[src/rtl/fuse_pkg.sv]
package fuse_pkg;

    localparam int PAY_W = 16;

    typedef enum logic [1:0] {
        IC_OTHER = 2'd0,
        IC_CMP   = 2'd1,
        IC_TEST  = 2'd2,
        IC_JCC   = 2'd3
    } iclass_e;

    typedef struct packed {
        logic             valid;
        iclass_e          cls;
        logic [PAY_W-1:0] pay;
    } inst_t;

    typedef struct packed {
        logic             valid;
        logic             fused;
        iclass_e          cls;
        logic [PAY_W-1:0] pay_a;
        logic [PAY_W-1:0] pay_b;
    } uop_t;

    function automatic logic sets_flags(iclass_e c);
        return (c == IC_CMP) || (c == IC_TEST);
    endfunction

    function automatic logic reads_flags(iclass_e c);
        return c == IC_JCC;
    endfunction

endpackage

[src/rtl/fuse_pair_detect.sv]
module fuse_pair_detect
    import fuse_pkg::*;
#(
    parameter int WIN = 5
) (
    input  inst_t [WIN-1:0] win,
    output logic  [WIN-1:0] pair_ok
);

    // A pair may start at any position that has a successor in the window.
    for (genvar p = 0; p < WIN; p++) begin : g_pos
        if (p < WIN - 1) begin : g_has_next
            assign pair_ok[p] = win[p].valid && sets_flags(win[p].cls)
                              && win[p+1].valid && reads_flags(win[p+1].cls);
        end else begin : g_last
            assign pair_ok[p] = 1'b0;
        end
    end

endmodule

[src/rtl/fuse_slot_steer.sv]
module fuse_slot_steer
    import fuse_pkg::*;
#(
    parameter int WIN   = 5,
    parameter int SLOTS = 4,
    localparam int CNT_W  = $clog2(WIN + 1),
    localparam int SCNT_W = $clog2(SLOTS + 1)
) (
    input  inst_t [WIN-1:0]   win,
    input  logic  [WIN-1:0]   pair_ok,
    output uop_t  [SLOTS-1:0] uops,
    output logic  [SLOTS-1:0] fused_vec,
    output logic  [CNT_W-1:0] take,
    output logic  [SCNT_W-1:0] nuop
);

    localparam int POS_W = $clog2(WIN + 2);

    logic [POS_W-1:0] pos;
    logic             done;
    logic             used;

    always_comb begin
        uops      = '0;
        fused_vec = '0;
        take      = '0;
        nuop      = '0;
        pos       = '0;
        done      = 1'b0;
        used      = 1'b0;
        for (int s = 0; s < SLOTS; s++) begin
            if (!done) begin
                if (pos >= POS_W'(WIN)) begin
                    done = 1'b1;
                end else if (!win[pos].valid) begin
                    done = 1'b1;
                end else if (pair_ok[pos] && !used) begin
                    uops[s].valid = 1'b1;
                    uops[s].fused = 1'b1;
                    uops[s].cls   = win[pos].cls;
                    uops[s].pay_a = win[pos].pay;
                    uops[s].pay_b = win[pos + POS_W'(1)].pay;
                    fused_vec[s]  = 1'b1;
                    used          = 1'b1;
                    pos           = pos + POS_W'(2);
                    take          = take + CNT_W'(2);
                    nuop          = nuop + SCNT_W'(1);
                end else begin
                    uops[s].valid = 1'b1;
                    uops[s].cls   = win[pos].cls;
                    uops[s].pay_a = win[pos].pay;
                    pos           = pos + POS_W'(1);
                    take          = take + CNT_W'(1);
                    nuop          = nuop + SCNT_W'(1);
                end
            end
        end
    end

endmodule

[src/rtl/fuse_uop_reg.sv]
module fuse_uop_reg
    import fuse_pkg::*;
#(
    parameter int SLOTS = 4,
    localparam int SCNT_W = $clog2(SLOTS + 1)
) (
    input  logic               clk,
    input  logic               rst,
    input  logic               load,
    input  uop_t  [SLOTS-1:0]  uops_d,
    input  logic  [SCNT_W-1:0] nuop_d,
    output uop_t  [SLOTS-1:0]  uops_q,
    output logic  [SCNT_W-1:0] nuop_q
);

    always_ff @(posedge clk) begin
        if (rst) begin
            uops_q <= '0;
            nuop_q <= '0;
        end else if (load) begin
            uops_q <= uops_d;
            nuop_q <= nuop_d;
        end
    end

    logic [SLOTS-1:0] vq;
    logic [SLOTS-1:0] fq;
    for (genvar g = 0; g < SLOTS; g++) begin : g_bits
        assign vq[g] = uops_q[g].valid;
        assign fq[g] = uops_q[g].fused;
    end

    assert_hold_R7: assert property (@(posedge clk) disable iff (rst)
        (!$past(rst) && !$past(load)) |-> ($stable(uops_q) && $stable(nuop_q)));

    assert_prefix_R2: assert property (@(posedge clk) disable iff (rst)
        vq == ((SLOTS'(1) << nuop_q) - SLOTS'(1)));

    assert_fused_valid_R4: assert property (@(posedge clk) disable iff (rst)
        (fq & ~vq) == '0);

    assert_single_fuse_R3: assert property (@(posedge clk) disable iff (rst)
        $onehot0(fq));

    assert_reset_clear_R8: assert property (@(posedge clk) disable iff (rst)
        $past(rst) |-> (nuop_q == '0 && vq == '0));

endmodule

[src/rtl/fuse_decoder.sv]
module fuse_decoder
    import fuse_pkg::*;
#(
    parameter int WIN   = 5,
    parameter int SLOTS = 4,
    localparam int CNT_W  = $clog2(WIN + 1),
    localparam int SCNT_W = $clog2(SLOTS + 1)
) (
    input  logic                         clk,
    input  logic                         rst,
    input  logic [WIN-1:0]               win_valid,
    input  logic [WIN-1:0][1:0]          win_cls,
    input  logic [WIN-1:0][PAY_W-1:0]    win_pay,
    input  logic                         dn_ready,
    output logic [CNT_W-1:0]             take_cnt,
    output logic [SLOTS-1:0]             uop_valid,
    output logic [SLOTS-1:0]             uop_fused,
    output logic [SLOTS-1:0][1:0]        uop_cls,
    output logic [SLOTS-1:0][PAY_W-1:0]  uop_pay_a,
    output logic [SLOTS-1:0][PAY_W-1:0]  uop_pay_b,
    output logic [SCNT_W-1:0]            uop_cnt
);

    inst_t [WIN-1:0]   win;
    logic  [WIN-1:0]   pair_ok;
    uop_t  [SLOTS-1:0] uops_d;
    uop_t  [SLOTS-1:0] uops_q;
    logic  [SLOTS-1:0] fused_vec;
    logic  [CNT_W-1:0] take_raw;
    logic  [SCNT_W-1:0] nuop_raw;

    for (genvar g = 0; g < WIN; g++) begin : g_pack
        assign win[g].valid = win_valid[g];
        assign win[g].cls   = iclass_e'(win_cls[g]);
        assign win[g].pay   = win_pay[g];
    end

    fuse_pair_detect #(.WIN(WIN)) i_detect (
        .win     (win),
        .pair_ok (pair_ok)
    );

    fuse_slot_steer #(.WIN(WIN), .SLOTS(SLOTS)) i_steer (
        .win       (win),
        .pair_ok   (pair_ok),
        .uops      (uops_d),
        .fused_vec (fused_vec),
        .take      (take_raw),
        .nuop      (nuop_raw)
    );

    fuse_uop_reg #(.SLOTS(SLOTS)) i_oreg (
        .clk    (clk),
        .rst    (rst),
        .load   (dn_ready),
        .uops_d (uops_d),
        .nuop_d (nuop_raw),
        .uops_q (uops_q),
        .nuop_q (uop_cnt)
    );

    assign take_cnt = dn_ready ? take_raw : '0;

    for (genvar g = 0; g < SLOTS; g++) begin : g_unpack
        assign uop_valid[g] = uops_q[g].valid;
        assign uop_fused[g] = uops_q[g].fused;
        assign uop_cls[g]   = uops_q[g].cls;
        assign uop_pay_a[g] = uops_q[g].pay_a;
        assign uop_pay_b[g] = uops_q[g].pay_b;
    end

    assert_take_bound_R5: assert property (@(posedge clk) disable iff (rst)
        (take_raw <= CNT_W'(WIN)) && (nuop_raw <= SCNT_W'(SLOTS)));

    assert_fuse_gain_R5: assert property (@(posedge clk) disable iff (rst)
        32'(take_raw) == 32'(nuop_raw) + $countones(fused_vec));

    assert_one_pair_R3: assert property (@(posedge clk) disable iff (rst)
        $onehot0(fused_vec));

    assert_count_link_R9: assert property (@(posedge clk) disable iff (rst)
        (!$past(rst) && $past(dn_ready)) |->
            32'(uop_cnt) == 32'($past(take_cnt)) - $countones(uop_fused));

endmodule

[config.mk]
export PLATFORM = sky130hd
export DESIGN_NAME = fuse_decoder
export DESIGN_NICKNAME = d
export VERILOG_FILES = /design/src/rtl/fuse_pkg.sv /design/src/rtl/fuse_pair_detect.sv /design/src/rtl/fuse_slot_steer.sv /design/src/rtl/fuse_uop_reg.sv /design/src/rtl/fuse_decoder.sv
export SDC_FILE = /design/constraint.sdc
export NUM_CORES = 1
export LEC_CHECK = 0
export ABC_CLOCK_PERIOD_IN_PS = 6650
export BUFFER_PORTS_ARGS = -buffer_cell sky130_fd_sc_hd__buf_2
export CAP_MARGIN = 10
export CELL_PAD_IN_SITES_DETAIL_PLACEMENT = 1
export CELL_PAD_IN_SITES_GLOBAL_PLACEMENT = 1
export CORE_AREA = 5 5 168 170
export CTS_CLUSTER_DIAMETER = 30
export DETAILED_ROUTE_END_ITERATION = 16
export DIE_AREA = 0 0 173 175
export GPL_TIMING_DRIVEN = 0
export PLACE_DENSITY = 0.75
export SETUP_SLACK_MARGIN = 0.15
export SYNTH_ARGS = -nofsm -noshare
export SYNTH_HDL_FRONTEND = slang
export SYNTH_SLANG_ARGS = --single-unit
[constraint.sdc]
create_clock -name clk -period 6.65 [get_ports clk]
set_clock_uncertainty 0.05 [all_clocks]
set_input_delay 0.665 -clock clk [delete_from_list [all_inputs] [get_ports clk]]
set_output_delay 0.665 -clock clk [all_outputs]
set_load 0.02 [all_outputs]
==> load_flow_metrics.sql, run 1 <==
INSERT INTO impl_metrics (metric_group, metric, value, unit) VALUES
('run_status', 'outcome', 'finished clean', ''),
('place', 'hpwl', '35440', 'um'),
('setup_path', 'setup.reg_to_reg.worst_slack', '5.89', 'ns'),
('grt', 'grt_pass1_vias', '10680', ''),
('grt', 'antenna_found_initial', '6', ''),
('floorplan', 'fp-row-count', '60', ''),
('synthesis', 'ys_types', '65', ''),
('worst_hold_path', 'worstHoldStart', 'i_oreg.uops_q[122]$_SDFFE_PP0P_', ''),
('synthesis', 'postSynth.asyncResetShare', '0', '%'),
('synthesis', 'post_synth_main_area_contributors', 'dfxtp_1 (32%), mux2i_1 (9.4%), nand2_1 (8.4%), a21oi_1 (8.4%), mux4_2 (7.9%)', ''),
('routing', 'detail_route.vias_per_cell', '5.825', ''),
('synthesis', 'summed_instance_area_of_the_synthesized_netlist', '0.009094', 'mm2'),
('clocking', 'clk_latency', '0.44', 'ns'),
('grt', 'grtUsageTotal', '28.81', '%'),
('sta', 'rsz_0062_raised_after_global_routing', 'false', ''),
('setup_path', 'launch_point_of_the_critical_path', 'win_cls[1]', ''),
('synthesis', 'combinational_family_with_the_most_area_after_synthesis', 'compound AO/OA/AOI/OAI gates', ''),
('routing', 'wirelength', '45770', 'um'),
('setup_path', 'critical_path_class', 'in -> out', ''),
('synthesis', 'syn_area_per_cell', '7.963', 'um2'),
('clocking', 'cts_inserted_buffers', '17', ''),
('run', 'cap_violations', '0', ''),
('worst_hold_path', 'min-delay-path-class', 'reg -> reg', ''),
('place', 'gp_congestion', '0.9398', ''),
('routing', 'firstDrtPassIters', '6', ''),
('synthesis', 'synthDominantAreaCellType', 'dfxtp_1', ''),
('routing', 'vias', '10450', ''),
('sta', 'slew-limit-headroom', '23.82', '%'),
('synthesis', 'synthesis.yosys.warnings', '0', ''),
('synthesis', 'syn_inst', '1142', ''),
('synthesis', 'synth_top_area_share', '32.36', '%'),
('synthesis', 'synth_flop_cell', 'dfxtp_1', ''),
('setup_path', 'critPathLaunchType', 'primary input', ''),
('grt', 'grt_start_max_net_pins', '19', ''),
('final_layout', 'nFillCells', '3310', ''),
('floorplan', 'ioPinCount', '248', ''),
('synthesis', 'ys_seq_area_share', '32.36', '%'),
('sta', 'min_period_over_period', '96.56', '%'),
('synthesis', 'synthMuxAreaShare', '17.41', '%'),
('sta', 'timing_max_transition_violations_final', '0', ''),
('floorplan', 'design.core.area', '0.02658', 'mm2'),
('clocking', 'clk_path_buf_depth', '2', ''),
('setup_path', 'worstSetupEndpointType', 'primary output', ''),
('synthesis', 'synth_fp_nets', '1252', ''),
('floorplan', 'floorplan.die_area', '0.03028', 'mm2'),
('synthesis', 'post_synth_xor_area_fraction', '0.5641', '%'),
('power_and_ir_drop', 'power.density', '210.8', 'mW/mm2'),
('power_and_ir_drop', 'total_leakage_power', '5.114', 'nW'),
('synthesis', 'postSynthRegisterBits', '147', ''),
('clocking', 'clock_sinks', '147', ''),
('final_layout', 'syn2layout_area_growth', '31.62', '%'),
('floorplan', 'die-width', '173', 'um'),
('setup_path', 'cp_data_required_time', '5.93', 'ns'),
('synthesis', 'synth-edff-count', '0', ''),
('setup_path', 'regToRegStartpoint', 'i_oreg.uops_q[78]$_SDFFE_PP0P_', ''),
('routing', 'wire_per_inst', '25.53', 'um'),
('grt', 'grt_remaining_overflow', '0', ''),
('sta', 'timing.final.hold_violations', '0', ''),
('final_layout', 'share_of_final_layout_standard_cells_stronger_than_drive_strength_1', '28.89', '%'),
('final_layout', 'final_net_count', '1544', ''),
('synthesis', 'synth-simple-area-share', '17.87', '%'),
('routing', 'final_antenna_net_count', '0', ''),
('clocking', 'worst_setup_hold_path_clk_slew', '0.07', 'ns'),
('setup_path', 'cp.arrival', '5.71', 'ns'),
('setup_path', 'cp_max_fo', '11', ''),
('routing', 'drc', '0', ''),
('clocking', 'cts_hold_buffers', '0', ''),
('sta', 'hold_slack', '0.4006', 'ns'),
('power_and_ir_drop', 'totalPowerFinal', '2.523', 'mW'),
('synthesis', 'complex_gate_fraction_of_the_synthesized_area', '24.94', '%'),
('sta', 'fmax', '0.1557', 'GHz');
[critical path: stages]
cell and delay [ns]:
buf_4 0.16, xor2_4 0.24, buf_4 0.16, nand3_2 0.14, clkbuf_8 0.20, clkinv_4 0.09
clkbuf_16 0.15, ha_4 0.20, clkbuf_8 0.14, a311oi_4 0.29, nor2_2 0.09, buf_6 0.17
clkbuf_16 0.18, ha_1 0.18, nand2b_4 0.17, a211oi_4 0.25, nand3_2 0.15, nand3_4 0.13
clkinv_4 0.08, buf_8 0.16, clkbuf_8 0.18, ha_1 0.20, nor3b_2 0.17, nand4_1 0.14
a21boi_4 0.19, or4_4 0.51, a21oi_4 0.15, buf_6 0.14
[synth_stat cells (all sizes together), types with 2 or more instances]
| library cell | count |
|---|---|
| a2111oi | 4 |
| a211o | 16 |
| a211oi | 3 |
| a21boi | 3 |
| a21o | 2 |
| a21oi | 152 |
| a22oi | 51 |
| a311o | 3 |
| a311oi | 2 |
| a32o | 3 |
| and2 | 5 |
| and3 | 5 |
| buf | 22 |
| clkbuf | 78 |
| clkinv | 3 |
| dfxtp | 147 |
| ha | 12 |
| inv | 13 |
| mux2i | 85 |
| mux4 | 32 |
| nand2 | 205 |
| nand2b | 4 |
| nand3 | 41 |
| nand4 | 4 |
| nor2 | 103 |
| nor3 | 7 |
| nor3b | 2 |
| nor4 | 3 |
| o211ai | 19 |
| o21a | 2 |
| o21ai | 71 |
| o221ai | 3 |
| o2bb2ai | 16 |
| o31ai | 2 |
| or4 | 3 |
| xnor2 | 4 |
[registers in the layout (all words and copies together) (netlist names)]
name	flops
i_oreg.uops_q	144
i_oreg.nuop_q	3
[layer usage]
metal | global-route usage [%] | up-vias | wire [um]
li1 | - | 4717 | -
met1 | 37.36 | 5149 | 19180
met2 | 46.51 | 497 | 20970
met3 | 7.464 | 82 | 4308
met4 | 10.41 | 0 | 1312
met5 | 0 | - | 0
[layout by cell type (no fill, tap or decap), types with 32 or more instances in the layout]
master	synthesis	layout
a22oi_1	50	50
o21ai_0	57	56
clkbuf_1	77	65
mux2i_1	85	84
dfxtp_1	147	147
buf_4	2	36
nor2_1	103	102
nand2_1	203	202
a21oi_1	152	151
buf_2	5	247
nand3_1	40	38
mux4_2	32	32
[final timing paths]
path                                                        end  cells past startpoint
worst min register to register  i_oreg.uops_q[122]$_SDFFE_PP0P_                      2
worst max-delay path                                take_cnt[0]                     28
worst max register to register   i_oreg.uops_q[78]$_SDFFE_PP0P_                      2
worst min-delay path            i_oreg.uops_q[122]$_SDFFE_PP0P_                      2
[per-stage QoR]
stage	util [%]	instance area, um2	setup TNS [ns]	instances	setup slack, ns
3_3_place_gp	40.50	10760	-36.84	1724	-1.564
4_1_cts	44.38	11790	0	1778	0.1394
6_report	45.04	11970	0	1793	0.2290
5_1_grt	45.04	11970	0	1793	0.1098
3_5_place_dp	40.50	10760	-37.90	1724	-1.603
2_1_floorplan	-	9130	0	1142	0.1770
[area by class of cell]
type | instances | area [um2] | area share [%]
Tap cell | 341 | 426.7 | 3.565
Timing Repair Buffer | 273 | 1453 | 12.14
Inverter | 16 | 73.82 | 0.6168
Sequential cell | 147 | 2943 | 24.59
Clock inverter | 15 | 183.9 | 1.537
Clock buffer | 17 | 425.4 | 3.554
Multi-Input combinational cell | 879 | 5904 | 49.33
Buffer | 100 | 546.8 | 4.568
Antenna cell | 5 | 12.51 | 0.1045
[report_power, final]
group	internal [mW]	total, mW	switching [mW]
logic	0.226	0.604	0.377
clock network	0.510	1.02	0.509
registers	0.893	0.900	0.00708
[what timing repair did]
item	in CTS	in global routing
setup endpoints to repair	42	19
gates resized for setup	56	23
pin swaps	11	6
buffers inserted	22	10
[cell families after synthesis]
logic type      count (synthesis)
compound gates                359
xor+xnor                        5
fa+ha+maj                      12
buf+inv                       116
flops                         147
mux                           118
simple gates                  385
Note: power is estimated with default switching activity, not from simulation.
==> run 2: changes to the inputs <==
Settings changed: PLACE_DENSITY 0.75 to 0.85, SKIP_CTS_REPAIR_TIMING from default to 1.
==> load_flow_metrics.sql, run 2 (synthesis gave the netlist of run 1 again) <==
INSERT INTO impl_metrics (metric_group, metric, value, unit) VALUES
('grt', 'antenna_found_initial', '14', ''),
('routing', 'wire_per_inst', '25.86', 'um'),
('place', 'dp_slack', '-1.651', 'ns'),
('clocking', 'clock_sinks', '147', ''),
('place', 'gp_congestion', '0.9443', ''),
('grt', 'grt_start_max_net_pins', '17', ''),
('setup_path', 'cp_data_required_time', '5.93', 'ns'),
('final_layout', 'layout.cells.most_common', 'buf_2', ''),
('sta', 'setup_viol', '0', ''),
('setup_path', 'critical_path_class', 'in -> out', ''),
('clocking', 'cts_inserted_buffers', '17', ''),
('sta', 'final.setup.worst_slack', '0.2000', 'ns'),
('final_layout', 'share_of_final_layout_standard_cells_stronger_than_drive_strength_1', '28.28', '%'),
('worst_hold_path', 'min-delay-path-class', 'reg -> reg', ''),
('floorplan', 'design.core.area', '0.02658', 'mm2'),
('routing', 'firstDrtPassIters', '5', ''),
('final_layout', 'largest-register', 'i_oreg.uops_q', ''),
('final_layout', 'reg_top3', 'i_oreg.uops_q (144), i_oreg.nuop_q (3)', ''),
('sta', 'timing_max_transition_violations_final', '0', ''),
('floorplan', 'initial_core_util', '34.22', '%'),
('floorplan', 'fp-row-count', '60', ''),
('setup_path', 'cp_max_fo', '11', ''),
('clocking', 'worst_setup_hold_path_clk_slew', '0.06', 'ns'),
('setup_path', 'cp.arrival', '5.73', 'ns'),
('floorplan', 'floorplan.die_area', '0.03028', 'mm2'),
('clocking', 'ctsHtreeMaxLevel', '4', ''),
('final_layout', 'syn2layout_area_growth', '31.32', '%'),
('clocking', 'clk_path_buf_depth', '2', ''),
('routing', 'vias', '10800', ''),
('floorplan', 'die-width', '173', 'um'),
('sta', 'slew-limit-headroom', '21.33', '%'),
('sta', 'timing.final.hold_violations', '0', ''),
('run_status', 'outcome', 'finished clean', ''),
('clocking', 'root_buffer', 'clkbuf_16', ''),
('power_and_ir_drop', 'power.density', '215.6', 'mW/mm2'),
('final_layout', 'largest_register_ffs', '144', ''),
('routing', 'dr.first_iter.drc_count', '1123', ''),
('power_and_ir_drop', 'vdd.ir_drop.worst', '0.1612', 'mV'),
('floorplan', 'chip_height', '175', 'um'),
('grt', 'grtUsageMet3', '7.226', '%'),
('routing', 'wirelength', '46420', 'um'),
('setup_path', 'critPathLaunchType', 'primary input', ''),
('grt', 'use_met1', '36.61', '%'),
('routing', 'detail_route.vias_per_cell', '6.017', ''),
('routing', 'final_antenna_net_count', '0', ''),
('power_and_ir_drop', 'total_leakage_power', '5.092', 'nW'),
('floorplan', 'ioPinCount', '248', ''),
('final_layout', 'utilization', '44.93', '%'),
('final_layout', 'final_net_count', '1537', ''),
('grt', 'grt.met2_usage', '45.92', '%'),
('sta', 'transition_at_the_pin_with_the_smallest_max_transition_slack', '1.171', 'ns'),
('place', 'placement.io_buffers', '241', ''),
('setup_path', 'worstSetupEndpointType', 'primary output', ''),
('power_and_ir_drop', 'totalPowerFinal', '2.575', 'mW'),
('grt', 'top_usage_layer', 'met2', ''),
('grt', 'grt_first_pass_wirelength', '66920', 'um'),
('sta', 'min_period_over_period', '96.99', '%'),
('place', 'hpwl', '35350', 'um'),
('sta', 'rsz_0062_raised_after_global_routing', 'false', ''),
('sta', 'fmax', '0.1550', 'GHz'),
('clocking', 'clk_latency', '0.44', 'ns'),
('final_layout', 'nFillCells', '3357', ''),
('routing', 'drc', '0', ''),
('final_layout', 'design_area', '0.01194', 'mm2'),
('grt', 'grt_pass1_vias', '10860', ''),
('grt', 'grt_remaining_overflow', '0', ''),
('clocking', 'tritoncts', 'built', ''),
('sta', 'min_period', '6.450', 'ns'),
('place', 'placement.cell_area', '0.01076', 'mm2'),
('run', 'cap_violations', '0', ''),
('grt', 'grtUsageTotal', '28.58', '%'),
('final_layout', 'commonest_non_fill_non_tap_cells_in_the_layout', 'buf_2 (243), nand2_1 (202), a21oi_1 (151)', '');
==> run 2: where the power goes <==
part | internal, mW | switching, mW | total (mW)
Sequential | 0.893 | 0.00737 | 0.901
Combinational | 0.228 | 0.381 | 0.609
Clock | 0.617 | 0.448 | 1.07
Total | 1.74 | 0.837 | 2.57
==> run 2: path summary, 6_finish.rpt <==
path / start / endpoint / slack, ns / cells after the start
worst max register to register: i_oreg.uops_q[70]$_SDFFE_PP0P_ / i_oreg.uops_q[70]$_SDFFE_PP0P_ / 5.87 / 2
worst min register to register: i_oreg.uops_q[122]$_SDFFE_PP0P_ / i_oreg.uops_q[122]$_SDFFE_PP0P_ / 0.40 / 2
worst min-delay path: i_oreg.uops_q[122]$_SDFFE_PP0P_ / i_oreg.uops_q[122]$_SDFFE_PP0P_ / 0.40 / 2
worst max-delay path: win_cls[1] / take_cnt[0] / 0.20 / 28
==> run 2: worst max-delay path: stages <==
cell and delay [ns]:
buf_4 0.18, xor2_4 0.22, buf_12 0.13, nand3_2 0.12, buf_6 0.18, inv_6 0.09
buf_12 0.15, ha_4 0.21, buf_6 0.13, a311oi_4 0.35, nor2_4 0.09, buf_6 0.15
buf_8 0.15, ha_1 0.18, nand2b_4 0.17, a211oi_4 0.28, buf_4 0.16, nand2_1 0.09
a21o_2 0.29, buf_4 0.19, ha_4 0.19, nor2_1 0.09, nand4_1 0.16, o221ai_4 0.14
a21boi_4 0.13, or4_4 0.52, a21oi_4 0.16, buf_6 0.14
==> run 2: final cells by class <==
cell class	count	area [um2]	area share [%]
flip-flops and latches	147	2943	24.64
diodes	15	37.54	0.3143
multi-input cells	879	5909	49.49
clock inverters	12	166.4	1.394
well taps	341	426.7	3.573
plain buffers	100	516.7	4.327
inverters	16	73.82	0.6182
repair buffers	266	1415	11.85
clock buffers	19	452.9	3.793
==> run 2: metal layers <==
layer  up-vias  wire (um)
li1       4731          -
met5         -         13
met4         2       1815
met3       122       4642
met1      5287      18390
met2       658      21560
==> run 2: stage by stage <==
stage / hold slack [ns] / setup TNS [ns] / cells
floorplan: 0.4776 / 0 / 1142
global placement: 0.3813 / -36.21 / 1724
detailed placement: 0.3941 / -38.99 / 1724
CTS: 0.4024 / -21.14 / 1755
global route: 0.4285 / 0 / 1793
finish: 0.3995 / 0 / 1795
==> run 3: changes to the inputs <==
Settings changed: CELL_PAD_IN_SITES_DETAIL_PLACEMENT 1 to default, CELL_PAD_IN_SITES_GLOBAL_PLACEMENT 1 to default, CORE_AREA 5 5 168 170 to 5 5 165 167, DIE_AREA 0 0 173 175 to 0 0 170 172, PLACE_DENSITY 0.85 to 0.73, SYNTH_HIERARCHICAL from default to 1.
==> load_flow_metrics.sql, run 3 <==
INSERT INTO impl_metrics (metric_group, metric, value, unit) VALUES
('place', 'hpwl', '32900', 'um'),
('synthesis', 'postSynthRegisterBits', '147', ''),
('sta', 'rsz_0062_raised_after_global_routing', 'false', ''),
('synthesis', 'synthDominantAreaCellType', 'dfxtp_1', ''),
('floorplan', 'initial_core_util', '39.02', '%'),
('routing', 'wire_per_inst', '24.44', 'um'),
('setup_path', 'worst_setup_endpoint', 'take_cnt[2]', ''),
('setup_path', 'critical-path-max-stage-delay', '0.51', 'ns'),
('routing', 'vias', '10270', ''),
('synthesis', 'summed_instance_area_of_the_synthesized_netlist', '0.009996', 'mm2'),
('place', 'gp_congestion', '0.9783', ''),
('power_and_ir_drop', 'total_leakage_power', '6.246', 'nW'),
('grt', 'grt_start_max_net_pins', '17', ''),
('synthesis', 'synth-edff-count', '0', ''),
('final_layout', 'largest-register', 'i_oreg/uops_q', ''),
('final_layout', 'utilization', '49.75', '%'),
('setup_path', 'worstSetupEndpointType', 'primary output', ''),
('routing', 'final_antenna_net_count', '0', ''),
('final_layout', 'reg_top3', 'i_oreg/uops_q (144), i_oreg/nuop_q (3)', ''),
('floorplan', 'design.core.area', '0.02562', 'mm2'),
('setup_path', 'critPathLaunchType', 'primary input', ''),
('grt', 'grt_pass1_vias', '9844', ''),
('grt', 'antenna_found_initial', '3', ''),
('floorplan', 'floorplan.die_area', '0.02924', 'mm2'),
('sta', 'setup_viol', '0', ''),
('power_and_ir_drop', 'vdd.ir_drop.worst', '0.1415', 'mV'),
('synthesis', 'ys_seq_area_share', '29.44', '%'),
('synthesis', 'synth_fp_nets', '1232', ''),
('synthesis', 'synth_top_area_share', '29.44', '%'),
('power_and_ir_drop', 'power.density', '192.9', 'mW/mm2'),
('clocking', 'ctsHtreeMaxLevel', '4', ''),
('synthesis', 'synth.most_common_cell', 'nor2_1', ''),
('run', 'cap_violations', '0', ''),
('floorplan', 'fp-row-count', '59', ''),
('synthesis', 'post_synth_main_area_contributors', 'dfxtp_1 (29%), mux2i_1 (22%), nor2_1 (10%), mux4_2 (7.4%), buf_12 (2.8%)', ''),
('synthesis', 'syn_area_per_cell', '8.909', 'um2'),
('synthesis', 'synthesis.yosys.warnings', '6', ''),
('floorplan', 'ioPinCount', '248', ''),
('routing', 'detail_route.vias_per_cell', '5.808', ''),
('setup_path', 'cp_slowest_cell', 'or4_4', ''),
('sta', 'final.setup.tns', '0', 'ns'),
('grt', 'grtUsageTotal', '28.07', '%'),
('routing', 'drc', '0', ''),
('final_layout', 'final_net_count', '1530', ''),
('final_layout', 'share_of_final_layout_standard_cells_stronger_than_drive_strength_1', '32.24', '%'),
('sta', 'fmax', '0.1556', 'GHz'),
('setup_path', 'worstRegToRegCells', '2', ''),
('setup_path', 'critical_path_class', 'in -> out', ''),
('floorplan', 'die-width', '170', 'um'),
('place', 'placement.io_buffers', '246', ''),
('setup_path', 'launch_point_of_the_critical_path', 'win_cls[2]', ''),
('synthesis', 'yosys-top-cells-count', 'nor2_1 (272), mux2i_1 (215), dfxtp_1 (147)', ''),
('clocking', 'clk_latency', '0.43', 'ns'),
('grt', 'grt_first_pass_wirelength', '61880', 'um'),
('grt', 'grt_remaining_overflow', '0', ''),
('synthesis', 'ys_types', '70', ''),
('setup_path', 'cp.arrival', '5.71', 'ns'),
('final_layout', 'commonest_non_fill_non_tap_cells_in_the_layout', 'nor2_1 (270), buf_2 (263), mux2i_1 (215)', ''),
('sta', 'transition_at_the_pin_with_the_smallest_max_transition_slack', '0.9717', 'ns'),
('power_and_ir_drop', 'totalPowerFinal', '2.458', 'mW'),
('clocking', 'tritoncts', 'built', ''),
('sta', 'hold_slack', '0.4417', 'ns'),
('setup_path', 'cp_max_fo', '8', ''),
('sta', 'final.setup.worst_slack', '0.2253', 'ns'),
('synthesis', 'synth_flop_cell', 'dfxtp_1', ''),
('sta', 'min_period_over_period', '96.61', '%'),
('routing', 'firstDrtPassIters', '6', ''),
('run_status', 'outcome', 'finished clean', ''),
('clocking', 'worst_setup_hold_path_clk_slew', '0.07', 'ns'),
('setup_path', 'setup.reg_to_reg.worst_slack', '5.93', 'ns'),
('sta', 'slew-limit-headroom', '35.22', '%'),
('setup_path', 'r2r-end', 'i_oreg/uops_q[105]$_SDFFE_PP0P_', ''),
('clocking', 'root_buffer', 'clkbuf_16', ''),
('place', 'dp_slack', '-1.520', 'ns'),
('final_layout', 'largest_register_ffs', '144', ''),
('sta', 'min_period', '6.425', 'ns'),
('routing', 'dr.first_iter.drc_count', '1356', ''),
('clocking', 'cts_inserted_buffers', '17', ''),
('routing', 'wirelength', '43230', 'um'),
('final_layout', 'layout.cells.most_common', 'nor2_1', ''),
('setup_path', 'regToRegStartpoint', 'i_oreg/uops_q[105]$_SDFFE_PP0P_', ''),
('final_layout', 'syn2layout_area_growth', '27.50', '%'),
('setup_path', 'cp_data_required_time', '5.93', 'ns'),
('floorplan', 'chip_height', '172', 'um'),
('worst_hold_path', 'min-delay-path-class', 'reg -> reg', ''),
('clocking', 'clk_path_buf_depth', '2', ''),
('synthesis', 'postSynth.asyncResetShare', '0', '%'),
('synthesis', 'syn_inst', '1122', ''),
('clocking', 'clock_sinks', '147', ''),
('sta', 'timing.final.hold_violations', '0', ''),
('sta', 'timing_max_transition_violations_final', '0', '');
==> run 3: cell types whose count changed after synthesis, sizes merged, moves of 34 or more <==
cell,delta
clkbuf,-35
nand3,-34
o21ai,-63
a21oi,-106
nand2,-164
mux2i,+130
buf,+41
nor2,+179
==> run 3: per-stage QoR <==
step           std cells  area, um2
3_3_place_gp        1703      11650
5_1_grt             1769      12740
4_1_cts             1736      12240
3_5_place_dp        1704      11660
2_1_floorplan       1122       9996
6_report            1769      12740
==> run 3: worst min path at each step <==
stage / slack [ns] / cells after the start / start / to
finish: 0.44 / 2 / i_oreg/uops_q[48]$_SDFFE_PP0P_ / i_oreg/uops_q[48]$_SDFFE_PP0P_
global route: 0.47 / 2 / i_oreg/uops_q[125]$_SDFFE_PP0P_ / i_oreg/uops_q[125]$_SDFFE_PP0P_
CTS: 0.44 / 2 / i_oreg/uops_q[1]$_SDFFE_PP0P_ / i_oreg/uops_q[1]$_SDFFE_PP0P_
detailed placement: 0.43 / 2 / i_oreg/uops_q[80]$_SDFFE_PP0P_ / i_oreg/uops_q[80]$_SDFFE_PP0P_
global placement: 0.42 / 2 / i_oreg/uops_q[35]$_SDFFE_PP0P_ / i_oreg/uops_q[35]$_SDFFE_PP0P_
floorplan: 0.53 / 2 / i_oreg/nuop_q[2]$_SDFFE_PP0P_ / i_oreg/nuop_q[2]$_SDFFE_PP0P_
==> run 3: cell type report <==
cell class	count	area (um2)
Antenna cell	1	2.502
Buffer	106	812.0
Clock buffer	19	452.9
Clock inverter	13	123.9
Fill cell	2423	12870
Inverter	21	90.09
Multi-Input combinational cell	848	6411
Sequential cell	147	2943
Tap cell	335	419.2
Timing Repair Buffer	279	1490
==> run 3: cells by family (layout without fill, tap and decap cells) <==
logic type | Yosys count | in the layout | synth area share [%]
compound gates | 179 | 179 | 13.71
xor+xnor | 5 | 5 | 0.4381
fa+ha+maj | 12 | 12 | 1.502
buf+inv | 127 | 438 | 8.048
flops | 147 | 147 | 29.44
mux | 249 | 249 | 29.08
other cells | 1 | 2 | 0.03752
simple gates | 402 | 402 | 17.75
==> run 3: layer usage <==
metal / global-route usage (%) / part of all wire (%) / vias to the layer above
li1: - / - / 4619
met1: 36.55 / 40 / 4894
met2: 45.45 / 46 / 657
met3: 6.447 / 10 / 102
met4: 10.97 / 4.1 / 2
met5: 0 / 0.016 / -
==> run 3: power by group <==
group,internal (mW),switching [mW]
logic,0.237,0.360
registers,0.894,0.00726
clock network,0.541,0.419
==> run 3: critical path: cells and delay by family <==
family,cells,cell delay [ns]
AO/OA/AOI/OAI,4,0.95
adder cells (fa/ha/maj),4,0.80
buffers and inverters,9,1.20
AND/OR/NAND/NOR,10,2.08
